<file path="src/rtl/fab_pkg.sv">
package fab_pkg;

    // Cycle tracker states
    typedef enum logic [0:0] {
        FS_IDLE = 1'b0,   // target follows live decode
        FS_HOLD = 1'b1    // target captured, waiting for slave response
    } fab_state_e;

endpackage

</file>
<file path="src/rtl/fab_decode.sv">
module fab_decode #(
    parameter int N_SLV = 4,
    parameter int AW    = 32,
    parameter int IW    = 2,
    parameter logic [N_SLV-1:0][AW-1:0] SLV_BASE = '0,
    parameter logic [N_SLV-1:0][AW-1:0] SLV_MASK = '0
) (
    input  logic [AW-1:0]    addr,
    output logic [N_SLV-1:0] match_vec,
    output logic [IW-1:0]    first_idx,
    output logic             any_match
);

    // One comparator per map entry; masked-off bits never take part
    for (genvar g = 0; g < N_SLV; g++) begin : g_match
        assign match_vec[g] = ((addr & SLV_MASK[g]) == (SLV_BASE[g] & SLV_MASK[g]));
    end

    // Priority pick: scan downward so the lowest index is written last
    always_comb begin
        first_idx = '0;
        any_match = 1'b0;
        for (int i = N_SLV - 1; i >= 0; i--) begin
            if (match_vec[i]) begin
                first_idx = IW'(i);
                any_match = 1'b1;
            end
        end
    end

endmodule

</file>
<file path="src/rtl/fab_track.sv">
module fab_track
    import fab_pkg::*;
#(
    parameter int N_SLV = 4,
    parameter int IW    = 2
) (
    input  logic          clk,
    input  logic          rst_n,
    input  logic          m_strobe,
    input  logic [IW-1:0] dec_idx,
    input  logic          dec_hit,
    input  logic          sel_ack,
    input  logic          sel_err,
    output logic [IW-1:0] use_idx,
    output logic          use_valid
);

    fab_state_e    state, state_nx;
    logic [IW-1:0] held_idx, held_nx;

    // State register
    always_ff @(posedge clk or negedge rst_n) begin
        if (!rst_n) begin
            state    <= FS_IDLE;
            held_idx <= '0;
        end else begin
            state    <= state_nx;
            held_idx <= held_nx;
        end
    end

    // Transitions: T_WAIT, T_DONE, T_ABORT
    always_comb begin
        state_nx = state;
        held_nx  = held_idx;
        unique case (state)
            FS_IDLE: begin
                if (m_strobe && dec_hit && !sel_ack && !sel_err) begin
                    state_nx = FS_HOLD;       // T_WAIT
                    held_nx  = dec_idx;
                end
            end
            FS_HOLD: begin
                if (!m_strobe) begin
                    state_nx = FS_IDLE;       // T_ABORT
                end else if (sel_ack || sel_err) begin
                    state_nx = FS_IDLE;       // T_DONE
                end
            end
        endcase
    end

    // Outputs: which port is targeted this clock
    always_comb begin
        unique case (state)
            FS_IDLE: begin
                use_idx   = dec_idx;
                use_valid = dec_hit;
            end
            FS_HOLD: begin
                use_idx   = held_idx;
                use_valid = 1'b1;
            end
        endcase
    end

endmodule

</file>
<file path="src/rtl/fab_route.sv">
module fab_route #(
    parameter int N_SLV = 4,
    parameter int DW    = 32,
    parameter int IW    = 2
) (
    input  logic                      m_strobe,
    input  logic [IW-1:0]             use_idx,
    input  logic                      use_valid,
    input  logic [N_SLV-1:0][DW-1:0]  s_rdata,
    input  logic [N_SLV-1:0]          s_ack,
    input  logic [N_SLV-1:0]          s_err,
    output logic [N_SLV-1:0]          s_strobe,
    output logic [DW-1:0]             m_rdata,
    output logic                      m_ack,
    output logic                      m_err,
    output logic                      sel_ack,
    output logic                      sel_err
);

    // Per-port strobe qualification
    for (genvar g = 0; g < N_SLV; g++) begin : g_stb
        assign s_strobe[g] = m_strobe && use_valid && (use_idx == IW'(g));
    end

    // Return path from the targeted port only
    always_comb begin
        sel_ack = use_valid && s_ack[use_idx];
        sel_err = use_valid && s_err[use_idx];
        m_rdata = use_valid ? s_rdata[use_idx] : '0;
        m_ack   = m_strobe && sel_ack;
        // Unmapped address: fabric answers with err itself
        m_err   = m_strobe && (use_valid ? sel_err : 1'b1);
    end

endmodule

</file>
<file path="src/rtl/addr_fabric.sv">
module addr_fabric #(
    parameter int N_SLV = 4,
    parameter int AW    = 32,
    parameter int DW    = 32,
    parameter logic [N_SLV-1:0][AW-1:0] SLV_BASE = {
        32'h0000_0000, 32'h0000_0100, 32'h0000_0010, 32'h0000_0000 },
    parameter logic [N_SLV-1:0][AW-1:0] SLV_MASK = {
        32'hFFFF_0000, 32'h0000_FF00, 32'hFFFF_FFF0, 32'hFFFF_FFF0 }
) (
    input  logic                      clk,
    input  logic                      rst_n,
    input  logic [AW-1:0]             m_addr,
    input  logic [DW-1:0]             m_wdata,
    input  logic                      m_we,
    input  logic                      m_strobe,
    output logic [DW-1:0]             m_rdata,
    output logic                      m_ack,
    output logic                      m_err,
    output logic [AW-1:0]             s_addr,
    output logic [DW-1:0]             s_wdata,
    output logic                      s_we,
    output logic [N_SLV-1:0]          s_strobe,
    input  logic [N_SLV-1:0][DW-1:0]  s_rdata,
    input  logic [N_SLV-1:0]          s_ack,
    input  logic [N_SLV-1:0]          s_err
);

    localparam int IW = (N_SLV > 1) ? $clog2(N_SLV) : 1;

    logic [N_SLV-1:0] match_vec;
    logic [IW-1:0]    dec_idx;
    logic             dec_hit;
    logic [IW-1:0]    use_idx;
    logic             use_valid;
    logic             sel_ack;
    logic             sel_err;

    // Shared fan-out to all slaves
    assign s_addr  = m_addr;
    assign s_wdata = m_wdata;
    assign s_we    = m_we;

    fab_decode #(
        .N_SLV    (N_SLV),
        .AW       (AW),
        .IW       (IW),
        .SLV_BASE (SLV_BASE),
        .SLV_MASK (SLV_MASK)
    ) u_decode (
        .addr      (m_addr),
        .match_vec (match_vec),
        .first_idx (dec_idx),
        .any_match (dec_hit)
    );

    fab_track #(
        .N_SLV (N_SLV),
        .IW    (IW)
    ) u_track (
        .clk       (clk),
        .rst_n     (rst_n),
        .m_strobe  (m_strobe),
        .dec_idx   (dec_idx),
        .dec_hit   (dec_hit),
        .sel_ack   (sel_ack),
        .sel_err   (sel_err),
        .use_idx   (use_idx),
        .use_valid (use_valid)
    );

    fab_route #(
        .N_SLV (N_SLV),
        .DW    (DW),
        .IW    (IW)
    ) u_route (
        .m_strobe  (m_strobe),
        .use_idx   (use_idx),
        .use_valid (use_valid),
        .s_rdata   (s_rdata),
        .s_ack     (s_ack),
        .s_err     (s_err),
        .s_strobe  (s_strobe),
        .m_rdata   (m_rdata),
        .m_ack     (m_ack),
        .m_err     (m_err),
        .sel_ack   (sel_ack),
        .sel_err   (sel_err)
    );

    // match_vec is consumed only for its priority result
    logic unused_match;
    assign unused_match = ^match_vec;

endmodule

</file>
<file path="config.mk">
export PLATFORM = sky130hd
export DESIGN_NAME = addr_fabric
export DESIGN_NICKNAME = d
export VERILOG_FILES = /design/src/rtl/fab_pkg.sv /design/src/rtl/fab_decode.sv /design/src/rtl/fab_track.sv /design/src/rtl/fab_route.sv /design/src/rtl/addr_fabric.sv
export SDC_FILE = /design/constraint.sdc
export NUM_CORES = 1
export LEC_CHECK = 0
export BUFFER_PORTS_ARGS = -buffer_cell sky130_fd_sc_hd__clkbuf_2
export CORE_AREA = 5 5 116 118
export CTS_CLUSTER_SIZE = 14
export DETAILED_ROUTE_END_ITERATION = 12
export DIE_AREA = 0 0 121 123
export GPL_TIMING_DRIVEN = 0
export PLACE_DENSITY = 0.48
export SLEW_MARGIN = 10
export SYNTH_ARGS = -nofsm -noshare
export SYNTH_HDL_FRONTEND = slang
export SYNTH_SLANG_ARGS = --single-unit
</file>
<file path="constraint.sdc">
create_clock -name clk -period 3.4 [get_ports clk]
set_clock_uncertainty 0.1 [all_clocks]
set_input_delay 0.34 -clock clk [delete_from_list [all_inputs] [get_ports clk]]
set_output_delay 0.34 -clock clk [all_outputs]
set_load 0.01 [all_outputs]
</file>
==> flow_summary.ini <==
[outcome]
status = finished, final reports clean

[routing]
viasPerCell = 3.95
remaining_drc_errors = 0
drt_iter0_drc = 38
ant_nets = 0
routed_wl_um = 9720
firstDrtPassIters = 4
routedWlPerCell_um = 15.2
via_count = 2531

[synth]
yosysUniqueCellTypes = 34
ys_seq_elements = 3
ys_seq_area_frac = 0.0390
yosysTopAreaCell = mux4_2
syn_inst = 195
mappedNetlistArea_sq_um = 1930
synth_top_area_share = 0.386
synth.top_cells.by_area = mux4_2 39%, buf_4 27%, nor2b_1 11%
syn_nets = 399
yosysWarnings = 0
syn_avg_cell_area_sq_um = 9.88

[sta]
setup_slack_ns = 0.231
final-setup-viol-count = 0
max_clock_freq_ghz = 0.316
period_share = 0.932
max_slew_margin = 0.391
final_max_slew_viol_count = 0
finalSetupTns_ns = 0
hold_viol = 0
max_slew.worst_pin.slew_ns = 0.906
rsz0062_at_grt = no
fin_crit_ns = 3.17
hold_ws_ns = 0.364

[clock_tree]
clkTransAtPathRegs_ns = 0.03
clock_path_buffers = 2
htreeDepth = 1
post_cts_resized = 0
cts_sinks = 3
cts_tree = built
worstSkewPairLatency_ns = 0.22
cts-root-buf = clkbuf_16
numCtsBuffers = 3
ctsHoldBuffers = 1
post-cts-setup-buffers = 0

[finish]
seq_area_sq_um = 75.1
drive_above_1_share = 0.814
multiInputGateArea_sq_um = 1280
n_fill_cell = 1345
nets = 674
area_growth_pct = 85.6
antenna_cells = 0
final_util = 0.289

[setup_path]
start_kind = input pin
required_ns = 2.96
arrival_ns = 2.73
crit_type = in -> out
r2r_cells = 8
critical_path.max_fanout = 10
worst-r2r-setup-slack_ns = 1.03
endpoint_kind = primary output

[job]
max-cap-violations = 0

[placed_design]
post-place-ws_ns = 0.194
port_buffers = 269
hpwl_um = 8980
routabilityCongestion = 0.826

[global_routing]
grt.overflow.total = 0
grt_max_degree = 11
grt_pass1_vias = 2587
antenna_found_initial = 0
grt_util_all_layers = 0.113
grt_pass1_wl_um = 13500

[worst_hold_path]
hp-class = in -> async

[floorplanning]
core_sq_um = 12400
core.rowCount = 41
die_h_um = 123
ios = 307
die_area_sq_um = 14900
start_util = 0.156
die_x_um = 121

[pwr]
peakVddDrop_v = 0.000121
power_leakage_nw = 1.92
p_per_area_nw_per_um2 = 139
total_power_mw = 0.497
cells in the final DEF, fill, tap and decap left out, types with 2 or more instances in the layout:
cell type  count
clkbuf_2     269
buf_4         69
mux4_2        33
nor2b_1       33
nor4_1         6
nor3_1         5
nor2_1         5
clkbuf_1       4
buf_2          4
mux2i_1        4
nand2_1        3
clkbuf_16      3
dfrtp_1        3
inv_1          2
nand2b_1       2
nor3b_1        2
o21a_1         2
metal layers:
metal	global-route usage	vias up	share of wire
li1	-	1213	-
met1	0.137	1174	0.39
met2	0.211	144	0.52
met3	0.0252	0	0.092
met4	0.00992	0	0
met5	0	-	0
worst paths after layout:
path,start,to
max,m_addr[21],m_rdata[10]
min,rst_n,u_track.held_idx[0]
max reg2reg,u_track.state,u_track.held_idx[1]
min reg2reg,u_track.held_idx[1],u_track.held_idx[1]
max in group asynchronous,rst_n,u_track.state
min in group clk,u_track.held_idx[1],u_track.held_idx[1]
kinds of logic after synthesis:
kind of cell	Yosys count	share of synthesized area
flops	3	0.0390
mux	37	0.406
simple gates	64	0.208
compound gates	12	0.0513
buf+inv	79	0.295
sequential cells by signal, summed over array words and instances, names as in the netlist:
name / cells
u_track.held_idx: 2
u_track.state: 1
worst max-delay path: stages:
cell and delay (ns):
clkbuf_2 0.09, nor4_1 0.37, and4_1 0.25, buf_4 0.14, a31o_1 0.23, buf_6 0.21, buf_4 0.25, mux4_2 0.51
nor2b_1 0.17, clkbuf_2 0.16
where the power goes:
part           switching (mW)  total [mW]  internal, mW  leakage [nW]
Sequential           0.000562      0.0372        0.0366        0.0368
Clock                  0.0303       0.185         0.155        0.0382
Combinational          0.0964       0.275         0.178          1.85
Total                   0.127       0.497         0.370          1.92
synthesized netlist by cell type (all sizes together):
master and instances:
nand3 1, a31o 1, a211oi 1, dfrtp 3, o22ai 1, or3 1
a21oi 1, mux2i 4, and4 1, nor2b 33, nor4 8, a21boi 1
nand2b 2, a21o 1, nor3 5, and3b 1, inv 2, o32a 1
o21a 2, and3 1, o31a 1, nor2 5, a2111oi 1, nor3b 2
mux4 33, clkbuf 3, buf 74, nand4 1, nand2 3, o211ai 1
area by class of cell:
| cell class | count | share of cell area |
|---|---|---|
| buffer | 77 | 0.157 |
| clock buffer | 4 | 0.0220 |
| inverter | 2 | 0.00210 |
| multi-input combinational | 113 | 0.359 |
| sequential | 3 | 0.0210 |
| tap | 172 | 0.0602 |
| timing repair buffer | 270 | 0.379 |
through the flow:
step | cells | instance area (sq um)
global placement | 636 | 3490
CTS | 641 | 3580
floorplan | 195 | 1930
finish | 641 | 3580
global route | 641 | 3580
detailed placement | 636 | 3490
Power figures use the tool's default switching activity.
